[config.mk]
export PLATFORM = sky130hd
export DESIGN_NAME = can_rx_fifo_window
export DESIGN_NICKNAME = d
export VERILOG_FILES = /design/src/rtl/can_rx_fifo_window.sv
export SDC_FILE = /design/constraint.sdc
export NUM_CORES = 1
export LEC_CHECK = 0
export BUFFER_PORTS_ARGS = -buffer_cell sky130_fd_sc_hd__buf_2
export CAP_MARGIN = 20
export CORE_MARGIN = 2
export CORE_UTILIZATION = 30
export DETAILED_ROUTE_END_ITERATION = 16
export HOLD_SLACK_MARGIN = 0.05
export PLACE_DENSITY = 0.45
export SLEW_MARGIN = 15
export SYNTH_ARGS = -nofsm -noshare
export SYNTH_HDL_FRONTEND = slang
export SYNTH_SLANG_ARGS = --single-unit
[constraint.sdc]
create_clock -name clk -period 5 [get_ports clk]
set_input_delay 0.25 -clock clk [delete_from_list [all_inputs] [get_ports clk]]
set_output_delay 0.25 -clock clk [all_outputs]
set_load 0.02 [all_outputs]
[src/rtl/can_rx_fifo_window.sv]
module can_rx_fifo_window #(
  parameter int DEPTH  = 4,
  parameter int ADDR_W = 8
) (
  input  logic                         clk,
  input  logic                         rst_n,
  input  logic                         fr_valid,
  input  logic                         fr_ext,
  input  logic                         fr_rtr,
  input  logic [28:0]                  fr_id,
  input  logic [3:0]                   fr_dlc,
  input  logic [63:0]                  fr_data,
  input  logic [ADDR_W-1:0]            host_addr,
  output logic [7:0]                   host_rdata,
  input  logic                         host_release,
  input  logic                         host_clr_ovr,
  output logic                         rx_ready,
  output logic [$clog2(DEPTH+1)-1:0]   rx_count,
  output logic                         ovr_flag,
  output logic                         ovr_evt,
  output logic                         rx_stored
);
  localparam int NB = 13;
  localparam int PW = (DEPTH > 1) ? $clog2(DEPTH) : 1;
  localparam int CW = $clog2(DEPTH + 1);
  localparam logic [ADDR_W-1:0] WIN_BASE = ADDR_W'(8'h40);
  localparam logic [ADDR_W-1:0] WIN_SPAN = ADDR_W'(4 * NB);

  logic [7:0]    mem [DEPTH][NB];
  logic [7:0]    pk  [NB];
  logic [PW-1:0] rp, wp;
  logic [CW-1:0] cnt;
  logic [3:0]    nd;

  wire full  = cnt == CW'(DEPTH);
  wire empty = cnt == '0;
  wire acc   = fr_valid && !full;
  wire pop   = host_release && !empty;

  always_comb begin
    nd = fr_rtr ? 4'd0 : ((fr_dlc > 4'd8) ? 4'd8 : fr_dlc);
    for (int b = 0; b < NB; b++) pk[b] = '0;
    pk[0] = {fr_ext, fr_rtr, 2'b00, fr_dlc};
    if (fr_ext) begin
      pk[1] = fr_id[28:21];
      pk[2] = fr_id[20:13];
      pk[3] = fr_id[12:5];
      pk[4] = {fr_id[4:0], 3'b000};
    end else begin
      pk[1] = fr_id[10:3];
      pk[2] = {fr_id[2:0], 5'b00000};
    end
    for (int i = 0; i < 8; i++)
      if (4'(i) < nd) pk[(fr_ext ? 5 : 3) + i] = fr_data[8*i +: 8];
  end

  wire [ADDR_W-1:0] off = host_addr - WIN_BASE;
  wire [3:0]        idx = off[5:2];
  wire hit = (host_addr >= WIN_BASE) && (off < WIN_SPAN) && (host_addr[1:0] == 2'b00);

  assign host_rdata = (hit && !empty) ? mem[rp][idx] : 8'h00;
  assign rx_ready   = !empty;
  assign rx_count   = cnt;

  always_ff @(posedge clk) begin
    if (acc)
      for (int b = 0; b < NB; b++) mem[wp][b] <= pk[b];
  end

  always_ff @(posedge clk) begin
    if (!rst_n) begin
      rp        <= '0;
      wp        <= '0;
      cnt       <= '0;
      ovr_flag  <= 1'b0;
      ovr_evt   <= 1'b0;
      rx_stored <= 1'b0;
    end else begin
      if (acc) wp <= (wp == PW'(DEPTH - 1)) ? '0 : wp + 1'b1;
      if (pop) rp <= (rp == PW'(DEPTH - 1)) ? '0 : rp + 1'b1;
      cnt       <= cnt + CW'(acc) - CW'(pop);
      ovr_evt   <= fr_valid && full;
      rx_stored <= acc;
      if (fr_valid && full) ovr_flag <= 1'b1;
      else if (host_clr_ovr) ovr_flag <= 1'b0;
    end
  end
endmodule


==> metrics.txt, run 1 <==
Clock Latency Late Sink=570 ps; Multi-input gate area=4511 µm²; most used flip-flop cell after synthesis=edfxtp_1; WL per Instance=26.13 µm; Yosys warnings=0; Leak=6.864 nW; Tcrit/Tclk final=72.21%; dpl hpwl=32390 µm; Setup Total Neg Slack=0 ps; crit-path max FO=50; area leader, netlist=edfxtp_1; drt first pass iters=5; Setup Buffers After CTS=0; max incr delay on CP=760 ps; Mapped Nets=1062; min Tclk post-route=3610 ps; Clock Skews=8.161 ps; Max-cap violations=0; Fin. Hold Viols=0; ANT nets after route=0; relative max-transition margin=27.10%; # clock sinks=420; CTS Root Cell=clkbuf_16; die area=59820 µm²; Final Total Pwr=9.406 mW; synth top area cells=edfxtp_1 71%, mux4_2 8.8%, mux2i_1 4.6%; DR vias=9655; PnR worst setup slack=1390 ps; Max rail drop VDD=0.0002694 V; # port buffers=126; Core Rows=88; post-CTS sizing=0; clk slew on worst S/H paths=60 ps; Cell Pwr Density=455.6 nW/µm²; fmax=277.0 MHz; CTS tree=yes; share of layout cells above drive strength 1=26.92%; P&R area growth vs syn=18.89%; Final GP Congestion=0.7389; final net count=1232; Least-Margin Pin Slew=1092 ps; Total Wirelength=50010 µm; Layout fillers=5451; Synth Cell Area=17360 µm²; register area share after synthesis=71.94%; pre-CTS setup slack=1948 ps; Remaining DRCs=0; RSZ-0062 raised after global routing=false; GRT overflow=0; Post-CTS Hold Fix Bufs=24; initial DRC count=795; initial antenna violation count=1; largest net degree at the start of global routing=103; ys async rst share=0%; chip width=244.6 µm; Req. time, crit path=4750 ps; CP arrival=3360 ps; Post-synth EDFFs=408; io pins=127; Setup crit start kind=flop; Slew Limit Fails=0; WS Path Type=reg -> out; Avg Cell Area, Syn=18.43 µm²; Worst setup EP type=output port; CTS buffer count=46; post-synthesis register bit count=420; critical path's slowest cell=dfxtp_4; status=finished clean; DR vias/cell=5.044; Synth Instances=942; post-synth top area share=70.56%; clk buf depth=3; Chip Height=244.6 µm; H-tree Lvls=2; core footprint=57480 µm²; first-pass GRT wire length=71790 µm; Reg area=12500 µm²; post-synth cell types=55; initial core utilization=30.21%; Min Hold Slack=67.70 ps; Cell Chain, Critical Path=buf_12 -> mux4_2 -> o22ai_1 -> o221ai_1 -> o311a_1 -> buf_2; vias in the first global route=9791; type of the most critical hold path=in -> reg; Setup-failing EPs final=0; Global Route Usage Sum=16.79%
## critical path: cells and delay by family, from the launching register on
kind,cells,cell delay (ps)
compound gates,3,730
buf+inv,2,590
flops,1,760
mux,1,580
## cells by family after synthesis
logic type / count (synthesis) / share of synthesized area (%)
XOR/XNOR: 2 / 0.1009
AO/OA/AOI/OAI: 145 / 6.579
AND/OR/NAND/NOR: 143 / 4.273
adder cells (fa/ha/maj): 8 / 0.6197
buffers and inverters: 63 / 2.212
flip-flops: 420 / 71.94
multiplexers: 161 / 14.27
## routing by layer
metal | track usage, % | vias up | part of all wire, %
met1 | 24.09 | 5097 | 46
met4 | 3.999 | 2 | 1.6
li1 | - | 4213 | -
met2 | 26.38 | 290 | 47
met5 | 0 | - | 0.024
met3 | 3.084 | 53 | 5.4
## path summary, 6_finish.rpt
kind | from | to | slack (ps) | depth (start not counted)
worst min register to register | wp[1] | wp[1] | 510 | 2
worst max-delay path | flop | host_rdata[6] | 1390 | 6
worst min-delay path | fr_id[24] | mem[1][91] | 70 | 2
worst max register to register | rx_count[2] | rx_count[2] | 2480 | 11
## layout by cell type, fill, tap and decap left out, types with 12 or more instances in the layout
master and count:
a21oi_1 16, nor2_1 31, clkbuf_16 47, buf_4 16, mux2_2 13, mux2i_1 80, buf_2 126, clkinv_1 13
dlygate4sd3_1 24, and2_1 27, nand2_1 39, edfxtp_1 408, a22oi_1 15, a22o_1 61, mux4_2 68, inv_1 12
## cell usage after synthesis, drive strengths merged (2+ instances only)
cell type / number
buf: 34
o22ai: 7
inv: 13
o21bai: 6
nor2b: 3
or3: 2
a31oi: 2
and3: 5
o21ai: 7
and2: 27
ha: 7
a211o: 2
o221ai: 7
nand3: 10
a21oi: 16
nor3: 5
mux2i: 80
nand2b: 3
a21boi: 3
mux2: 13
a22oi: 15
and3b: 2
nand2: 39
mux4: 68
edfxtp: 408
nand3b: 2
or2: 2
xnor2: 2
a22o: 61
nor2: 32
nand4: 6
a221oi: 6
nor3b: 3
o311a: 6
clkbuf: 16
dfxtp: 12
## final cells by class
type / count / share of cell area (%)
Sequential cell: 420 / 60.55
Multi-Input combinational cell: 459 / 21.85
Clock buffer: 54 / 5.922
Timing Repair Buffer: 172 / 5.382
Tap cell: 765 / 4.637
Clock inverter: 30 / 1.412
Inverter: 13 / 0.2364
Antenna cell: 1 / 0.01212
## stage by stage
stage,instance area [µm²],cells,utilization (%)
3_3_place_gp,18890,1805,32.86
2_1_floorplan,17360,942,-
3_5_place_dp,18890,1805,32.86
6_report,20640,1914,35.92
5_1_grt,20640,1913,35.91
4_1_cts,20640,1913,35.91
## report_power, final
part           internal (mW)  switching [mW]  total, mW
registers               4.24           0.140       4.38
logic                  0.674           0.921       1.60
clock network           2.05            1.38       3.43
total                   6.97            2.44       9.41
## state kept, by name (all words and copies together), names as in the netlist, named ones only
register,cells
mem,408
rx_count,3
rp,2
wp,2
ovr_evt,1
ovr_flag,1
rx_stored,1
(Power assumes the default switching activity.)
==> run 2, diff against run 1 <==
--- a/config.mk
+++ b/config.mk
@@ -11,7 +11,7 @@
 export CORE_UTILIZATION = 30
 export DETAILED_ROUTE_END_ITERATION = 16
 export HOLD_SLACK_MARGIN = 0.05
-export PLACE_DENSITY = 0.45
+export PLACE_DENSITY = 0.47
 export SLEW_MARGIN = 15
 export SYNTH_ARGS = -nofsm -noshare
 export SYNTH_HDL_FRONTEND = slang
==> constraint.sdc (replaced) <==
create_clock -name clk -period 3.2 [get_ports clk]
set_input_delay 0.16 -clock clk [delete_from_list [all_inputs] [get_ports clk]]
set_output_delay 0.16 -clock clk [all_outputs]
set_load 0.02 [all_outputs]
==> run 2 against run 1 <==
Combinational power is 76% higher. Final area is 5.6% higher. First-iteration DRC count is 1.6% lower. Core utilization is 2.0 points higher. Register-to-register slack worse by 1900 ps. Non-clock buffer count is 114 higher. Sequential share of layout area is 3.2 points lower. Global-route usage is 0.15 points lower. Setup slack worse by 1200 ps. Largest cell class unchanged. Largest power group unchanged.
==> metrics.txt, run 2 (synthesis results as in run 1) <==
status=finished clean; Max rail drop VDD=0.0003953 V (+47%); Slew Limit Fails=0 (unchanged); vias in the first global route=10190 (+4.1%); first-pass GRT wire length=71490 µm (-0.41%); met3 Use GR=2.820% (-0.26 points); fmax=327.5 MHz; dpl hpwl=33200 µm (+2.5%); share of layout cells above drive strength 1=26.09% (-0.83 points); Hold Path Cell Cnt=2 (unchanged); Largest Register=mem; Req. time, crit path=3040 ps (-1710 ps); final instance area=21790 µm² (+5.6%); Clock Skews=18.38 ps (+10.21 ps); Setup Total Neg Slack=0 ps (unchanged); WS Path Type=reg -> out; Least-Margin Pin Slew=994.9 ps (-97.50 ps); drt first pass iters=7 (+2); Setup-failing EPs final=0 (unchanged); ANT nets after route=0 (unchanged); Inserted Diodes=0 (-1); H-tree Lvls=2 (unchanged); Tcrit/Tclk final=95.42%; RSZ-0062 raised after global routing=false; CTS Root Cell=clkbuf_16; Final GP Congestion=0.7624 (+3.2%); clk slew on worst S/H paths=60 ps (about the same); crit-path max FO=25 (-50%); type of the most critical hold path=in -> reg; Leak=7.384 nW (+7.6%); Fin. Hold Viols=0 (unchanged); P&R area growth vs syn=25.49%; core footprint=57480 µm² (unchanged); initial DRC count=782 (-1.6%); Chip Height=244.6 µm (unchanged); Total Wirelength=49670 µm (-0.67%); die area=59820 µm² (unchanged); WL per Instance=24.52 µm (-6.2%); io pins=127 (unchanged); # clock sinks=420 (unchanged); cells on worst reg2reg path=11 (unchanged); chip width=244.6 µm (unchanged); Max-cap violations=0 (unchanged); most common cell after layout, fill and taps aside=edfxtp_1; Clock Latency Late Sink=590 ps (+20 ps); CTS buffer count=46 (unchanged); Setup crit start kind=flop; clk buf depth=3 (unchanged); initial antenna violation count=2 (+1); max FFs per register=408 (unchanged); Cell Pwr Density=681.7 nW/µm² (+50%); largest net degree at the start of global routing=57 (-45%); relative max-transition margin=33.43% (+6.3 points); met2 Use GR=26.61% (+0.23 points); Core Rows=88 (unchanged); min Tclk post-route=3053 ps; GR peak layer=met2; CP arrival=2890 ps (-470 ps); area of placed instances=19160 µm² (+1.4%); DR vias/cell=4.935 (-2.2%); met1 usage=23.69% (-0.41 points); GRT overflow=0 (unchanged); final net count=1346 (+9.3%); CTS tree=yes; Global Route Usage Sum=16.64% (-0.15 points); Remaining DRCs=0 (unchanged); DR vias=9999 (+3.6%); Worst setup EP type=output port; most frequent cells in the layout=408 x edfxtp_1, 126 x buf_2, 113 x dlygate4sd3_1, 80 x mux2i_1, 68 x mux4_2; # port buffers=126 (unchanged); initial core utilization=30.21% (unchanged)
run 2: worst max-delay path, stage by stage (launching register included):
cell	delay, ps
dfxtp_4	520
buf_12	260
mux2i_1	110
a221oi_1	300
o21ai_1	120
o221ai_1	470
o311a_1	310
buf_2	180
run 2: area by class of cell:
type	instances	area, µm²
Fill cell	5388	35690
Sequential cell	420	12500
Tap cell	765	957.2
Clock inverter	23	251.5
Clock buffer	60	1225
Timing Repair Buffer	286	2293
Inverter	13	48.80
Multi-Input combinational cell	459	4514
run 2: final timing paths:
kind / startpoint / slack, ps / end
worst min register to register: rp[1] / 510 / flop
worst max register to register: rx_count[2] / 620 / rx_count[2]
worst max-delay path: flop / 150 / host_rdata[1]
worst min-delay path: fr_data[16] / 60 / mem[2][56]
run 2: power breakdown:
part	total, mW	switching, mW	internal (mW)
Clock	5.25	2.16	3.10
Sequential	6.78	0.147	6.63
Combinational	2.82	1.58	1.25
run 2: layer usage:
| metal | share of wire (%) | vias to the layer above | routed length [µm] |
|---|---|---|---|
| met5 | 0.020 | - | 10 |
| met4 | 1.9 | 2 | 949 |
| met3 | 4.8 | 67 | 2406 |
| met2 | 47 | 278 | 23340 |
| met1 | 46 | 5203 | 22970 |
| li1 | - | 4449 | - |
run 2: what timing repair did:
action | CTS | global route
buffers inserted | 0 | 2
endpoints found under the hold margin | 387 | 0
setup endpoints to repair | 0 | 4
resized for setup | 0 | 2
hold buffers | 113 | 0
run 2: metrics by stage:
| step | utilization (%) | power, mW | hold slack (ps) | setup WS (ps) | std cells |
|---|---|---|---|---|---|
| finish | 37.91 | 14.85 | 57.81 | 146.7 | 2026 |
| global route | 37.91 | 15.42 | 58.96 | 12.02 | 2026 |
| CTS | 37.87 | 15.04 | 51.25 | 12.99 | 2024 |
| detailed placement | 33.33 | 9.662 | 353.0 | 602.8 | 1828 |
| global placement | 33.33 | 9.643 | 352.0 | 611.8 | 1828 |
| floorplan | - | 8.611 | 254.3 | 719.1 | 942 |
